### config.mk
export PLATFORM = sky130hd
export DESIGN_NAME = cs_burst_ctrl
export DESIGN_NICKNAME = d
export VERILOG_FILES = /design/src/rtl/cs_mc_pkg.sv /design/src/rtl/cs_phase_gen.sv /design/src/rtl/cs_req_check.sv /design/src/rtl/cs_burst_ctrl.sv
export SDC_FILE = /design/constraint.sdc
export NUM_CORES = 1
export LEC_CHECK = 0
export BUFFER_PORTS_ARGS = -buffer_cell sky130_fd_sc_hd__clkbuf_2
export CAP_MARGIN = 0
export CORE_MARGIN = 2
export CORE_UTILIZATION = 35
export DETAILED_ROUTE_END_ITERATION = 12
export PLACE_DENSITY_LB_ADDON = 0.3
export SLEW_MARGIN = 20
export SYNTH_ARGS = -nofsm -noshare
export SYNTH_HDL_FRONTEND = slang
export SYNTH_SLANG_ARGS = --single-unit
### constraint.sdc
create_clock -name clk -period 2.7 [get_ports clk]
set_clock_uncertainty 0.1 [all_clocks]
set_input_delay 0 -clock clk [delete_from_list [all_inputs] [get_ports clk]]
set_output_delay 0 -clock clk [all_outputs]
set_load 0.02 [all_outputs]
### src/rtl/cs_mc_pkg.sv
package cs_mc_pkg;
  typedef enum logic [1:0] {
    ST_IDLE  = 2'd0,
    ST_BEAT  = 2'd1,
    ST_RECOV = 2'd2
  } ctl_state_e;

  localparam int unsigned PHASES = 4;
endpackage

### src/rtl/cs_phase_gen.sv
module cs_phase_gen #(
  parameter int unsigned PHASES = 4,
  localparam int unsigned PW = $clog2(PHASES)
) (
  input  logic          clk,
  input  logic          rst,
  output logic [PW-1:0] phase
);
  always_ff @(posedge clk) begin
    if (rst) phase <= '0;
    else     phase <= phase + PW'(1);
  end

  a_r6_phase_step: assert property (@(posedge clk) disable iff (rst)
    !$past(rst) |-> phase == PW'($past(phase) + PW'(1)));
endmodule

### src/rtl/cs_req_check.sv
module cs_req_check (
  input  logic [1:0] size,
  input  logic [4:0] addr_lo,
  input  logic       ext_en,
  output logic       ok
);
  always_comb begin
    case (size)
      2'd0:    ok = (addr_lo[2:0] == 3'd0);
      2'd1:    ok = ext_en && (addr_lo[3:0] == 4'd0);
      2'd2:    ok = ext_en && (addr_lo == 5'd0);
      default: ok = (addr_lo == 5'd0);
    endcase
  end

  always_comb begin
    a_r10_ok_aligned: assert (!ok || addr_lo[2:0] == 3'd0);
  end
endmodule

### src/rtl/cs_burst_ctrl.sv
module cs_burst_ctrl
  import cs_mc_pkg::*;
#(
  parameter int unsigned AW = 16,
  parameter int unsigned DW = 64,
  parameter int unsigned WW = 4,
  localparam int unsigned PW = $clog2(PHASES),
  localparam int unsigned BEAT_BYTES = DW / 8
) (
  input  logic          clk,
  input  logic          rst,
  input  logic [WW-1:0] cfg_wait,
  input  logic          cfg_early_we,
  input  logic          cfg_ext_en,
  input  logic          req_valid,
  input  logic          req_write,
  input  logic [1:0]    req_size,
  input  logic [AW-1:0] req_addr,
  input  logic [DW-1:0] req_wdata,
  input  logic [DW-1:0] mem_rdata,
  output logic          mem_cs_n,
  output logic          mem_oe_n,
  output logic          mem_we_n,
  output logic [AW-1:0] mem_addr,
  output logic [DW-1:0] mem_wdata,
  output logic          xfer_ack,
  output logic          xfer_err,
  output logic [DW-1:0] rd_data
);
  ctl_state_e    st;
  logic [PW-1:0] phase;
  logic          req_ok;
  logic [1:0]    beats_left;
  logic [WW-1:0] clk_left;
  logic [WW-1:0] wait_q;
  logic [WW-1:0] wait_eff;
  logic          wr_q, early_q;
  logic          phase_end, beat_end, last_nx;

  cs_phase_gen #(.PHASES(PHASES)) i_phase (
    .clk(clk), .rst(rst), .phase(phase)
  );

  cs_req_check i_check (
    .size(req_size), .addr_lo(req_addr[4:0]), .ext_en(cfg_ext_en), .ok(req_ok)
  );

  assign wait_eff  = (cfg_wait == '0) ? WW'(1) : cfg_wait;
  assign phase_end = (phase == PW'(PHASES - 1));
  assign beat_end  = phase_end && (clk_left == '0);
  assign last_nx   = (phase == PW'(PHASES - 2)) && (clk_left == '0);

  always_ff @(posedge clk) begin
    if (rst) begin
      st         <= ST_IDLE;
      mem_cs_n   <= 1'b1;
      mem_oe_n   <= 1'b1;
      mem_we_n   <= 1'b1;
      mem_addr   <= '0;
      mem_wdata  <= '0;
      xfer_ack   <= 1'b0;
      xfer_err   <= 1'b0;
      rd_data    <= '0;
      beats_left <= '0;
      clk_left   <= '0;
      wait_q     <= WW'(1);
      wr_q       <= 1'b0;
      early_q    <= 1'b0;
    end else begin
      xfer_ack <= 1'b0;
      xfer_err <= 1'b0;
      case (st)
        ST_IDLE: begin
          mem_cs_n <= 1'b1;
          mem_oe_n <= 1'b1;
          mem_we_n <= 1'b1;
          if (phase_end && req_valid) begin
            if (req_ok) begin
              st         <= ST_BEAT;
              mem_cs_n   <= 1'b0;
              mem_addr   <= req_addr;
              mem_wdata  <= req_wdata;
              beats_left <= req_size;
              wr_q       <= req_write;
              early_q    <= cfg_early_we;
              wait_q     <= wait_eff;
              clk_left   <= wait_eff - WW'(1);
            end else begin
              xfer_err <= 1'b1;
            end
          end
        end
        ST_BEAT: begin
          if (beat_end) begin
            mem_oe_n <= 1'b1;
            mem_we_n <= 1'b1;
            if (beats_left == 2'd0) begin
              st <= ST_RECOV;
            end else begin
              beats_left <= beats_left - 2'd1;
              mem_addr   <= mem_addr + AW'(BEAT_BYTES);
              mem_wdata  <= req_wdata;
              clk_left   <= wait_q - WW'(1);
            end
          end else begin
            mem_oe_n <= wr_q;
            mem_we_n <= !wr_q || (early_q && last_nx);
            xfer_ack <= last_nx;
            if (last_nx && !wr_q) rd_data <= mem_rdata;
            if (phase_end) clk_left <= clk_left - WW'(1);
          end
        end
        default: begin
          if (phase_end) begin
            st       <= ST_IDLE;
            mem_cs_n <= 1'b1;
          end
        end
      endcase
    end
  end

  a_r6_ack_single: assert property (@(posedge clk) disable iff (rst)
    xfer_ack |=> !xfer_ack);
  a_r4_cs_on_ack: assert property (@(posedge clk) disable iff (rst)
    xfer_ack |-> !mem_cs_n);
  a_r3_addr_hold: assert property (@(posedge clk) disable iff (rst)
    (st == ST_BEAT && !xfer_ack) |=> $stable(mem_addr));
  a_r5_strobe_excl: assert property (@(posedge clk) disable iff (rst)
    mem_oe_n || mem_we_n);
  a_r10_err_no_cs: assert property (@(posedge clk) disable iff (rst)
    xfer_err |-> mem_cs_n);
  a_r7_early_we: assert property (@(posedge clk) disable iff (rst)
    (early_q && xfer_ack) |-> mem_we_n);
endmodule

==> out/results.ini <==
[floorplanning]
coreArea_sq_um = 18700
die_h_um = 142
ios = 305
rows = 50
die_w_um = 142
dieArea_sq_um = 20200
start_util_pct = 35.7

[placement]
dp_hpwl_um = 13700
gp_congestion = 0.801
pre_cts_ws_ns = 0.386
io_buffers = 304

[clock_tree]
cts_tree = built
post_cts_resized = 0
clkLatencyLatePin_ns = 0.41
clk_pin_slew_ns = 0.07
cts_buffer_depth = 2
cts_htree_levels = 4
post_cts_buffers = 0
cts_buffers = 17
ctsHoldBuffers = 151
cts-root-buf = clkbuf_16
clock_sinks = 165

[worst_setup_path]
r2r_setup_slack_ns = 0.35
startpoint_type = flip-flop
critPathRequiredTime_ns = 2.86
arrival_ns = 2.51
path_max_fanout = 9
crit-reg2reg-capture = clk_left[3]
endpoint_kind = flip-flop
r2r_start = i_phase.phase[0]
reg2reg_depth = 6
critical_path_class = reg -> reg

[worst_hold_path]
hold_end = i_phase.phase[0]
hold_path.class = in -> reg
min_from = rst
holdPathStages = 2

[power]
powerDensity_nw_per_um2 = 517
netSwitchingPower_w = 0.00124
switching_share_pct = 22.9
internal-power_w = 0.00418
pwr-share-clk_pct = 47.3
p_leak_nw = 4.37
combPwrFrac_pct = 7.7
peakVddDrop_mv = 0.386
seq_power_share_pct = 45.0

[logic_synthesis]
synth-edff-count = 0
syn_area_sq_um = 6680
synthArstFlopShare_pct = 0
synth_warnings = 0
synth_cells = 825
synth_ff_type = dfxtp_1
seq_area_frac_synth_pct = 49.4
synth_fp_nets = 989
avgSynthCellArea_sq_um = 8.10
synth_cell_types = 54
ys_ff_latch = 165

[sta]
final_max_slew_viol_count = 0
slew_headroom_pct = 41.5
max_freq_mhz = 426
tightest_slew_ns = 0.877
min_period_ns = 2.35
final-hold-violation-count = 0
rsz0062_at_grt = false
min_period_over_period_pct = 86.9
fin_setup_tns_ns = 0
setup_viol = 0
fin_ws_ns = 0.353

[global_route]
grtUsageMet3_pct = 6.43
grt.busiest_layer = met2
grt_pass1_wl_um = 35800
antenna_found_initial = 0
grt_max_degree = 81
globalRouteOverflowTotal = 0
first_global_vias = 7169
grt_util_met2_pct = 37.0
grt_use_total_pct = 21.9
grtUsageMet1_pct = 25.9

[drt]
drt_iter0_markers = 450
wl_um = 22900
drt_first_pass_iters = 6
viasPerCell = 5.06
drcViolationCount = 0
ant_nets = 0
num_vias = 7541
post_drt_wl_per_cell_um = 15.4

[run_status]
status = finished clean

[layout]
area_growth_pct = 57.0
fin_nets = 1407
drive_gt1_share_pct = 28.9
n_antenna_cell = 0

[run]
cap_violations = 0

-- cell usage in the layout (no fill, tap or decap), drive strengths merged, types with 15 or more instances in the layout --
cell type      n
clkbuf       320
nand2        159
nand3         79
nor2          18
inv           16
dfxtp        165
dlygate4sd3  151
buf           15
a21oi        151
o21ai         82
-- cell type report --
| cell class | count | area [sq um] |
|---|---|---|
| Multi-Input combinational cell | 583 | 3050 |
| Tap cell | 234 | 293 |
| Timing Repair Buffer | 469 | 3200 |
| Sequential cell | 165 | 3300 |
| Fill cell | 1666 | 8220 |
| Clock inverter | 14 | 188 |
| Inverter | 7 | 26.3 |
| Clock buffer | 17 | 425 |
-- power groups by stage --
stage	Sequential [W]	Clock (W)	Combinational, W
2_1_floorplan	0.00250	0	0.0000841
4_1_cts	0.00244	0.00264	0.000410
3_3_place_gp	0.00250	0	0.000235
3_5_place_dp	0.00250	0	0.000235
6_report	0.00244	0.00257	0.000417
5_1_grt	0.00244	0.00274	0.000450
-- logic make-up (layout without fill, tap and decap cells) --
group | count (synthesis) | count (layout) | share of synthesized area [%]
adders and majority gates | 8 | 8 | 1.50
DFF | 165 | 165 | 49.4
AOI/OAI and AO/OA | 274 | 274 | 22.5
muxes | 6 | 6 | 0.899
buffers and inverters | 77 | 507 | 5.30
xor gates and xnor gates | 1 | 1 | 0.131
and+or+nand+nor | 294 | 294 | 20.2
-- critical path: stages, from the launching register on --
cell and delay [ns]:
dfxtp_1 0.35, ha_1 0.32, nand4bb_1 0.24, nand3b_1 0.29, o21ai_0 0.53, and2_1 0.27, a311oi_2 0.10
-- per-layer routing --
metal  vias to the layer above  share of wire [%]  wire, um
met5                         -                  0         0
met4                         0                2.8       644
met3                        41                8.2      1880
met2                       320                 47     10800
met1                      3469                 42      9500
li1                       3711                  -         -
-- synth_stat cells, types with 6 or more instances --
| master | count | area share, % |
|---|---|---|
| clkbuf_1 | 48 | 2.7 |
| nand3_1 | 79 | 5.9 |
| nand2b_1 | 6 | 0.56 |
| nand2_1 | 159 | 8.9 |
| o21ai_0 | 71 | 5.3 |
| buf_6 | 6 | 1.0 |
| nor2_1 | 17 | 0.96 |
| inv_1 | 7 | 0.39 |
| dfxtp_1 | 165 | 49 |
| o31ai_1 | 7 | 0.79 |
| o21ai_1 | 10 | 0.75 |
| mux2i_1 | 6 | 0.90 |
| a21oi_1 | 151 | 11 |
| buf_2 | 14 | 1.0 |
| ha_1 | 8 | 1.5 |
-- worst max-delay path by stage --
| stage | end | startpoint | slack, ns |
|---|---|---|---|
| 2_1_floorplan | clk_left[2] | clk_left[3] | 0.73 |
| 3_3_place_gp | clk_left[3] | i_phase.phase[0] | 0.41 |
| 3_5_place_dp | clk_left[3] | i_phase.phase[0] | 0.39 |
| 4_1_cts | clk_left[3] | i_phase.phase[0] | 0.35 |
| 5_1_grt | clk_left[3] | i_phase.phase[0] | 0.1 |
| 6_report | clk_left[3] | i_phase.phase[0] | 0.35 |
-- sequential cells by signal, indices dropped and copies added (netlist names), 2 cells and up --
signal	cells
st	2
rd_data	64
i_phase.phase	2
mem_wdata	64
mem_addr	16
beats_left	2
wait_q	4
clk_left	4
-- per-stage QoR --
step	utilization, %	instances	hold slack [ns]	cell area, sq um	power (W)
floorplan	-	825	0.0360	6680	0.00258
detailed placement	44.7	1307	0.129	8360	0.00273
global placement	44.7	1307	0.122	8360	0.00273
finish	56.1	1489	0.0816	10500	0.00542
global route	56.1	1489	0.102	10500	0.00563
CTS	56.1	1489	0.0674	10500	0.00549
(Power assumes the default switching activity.)
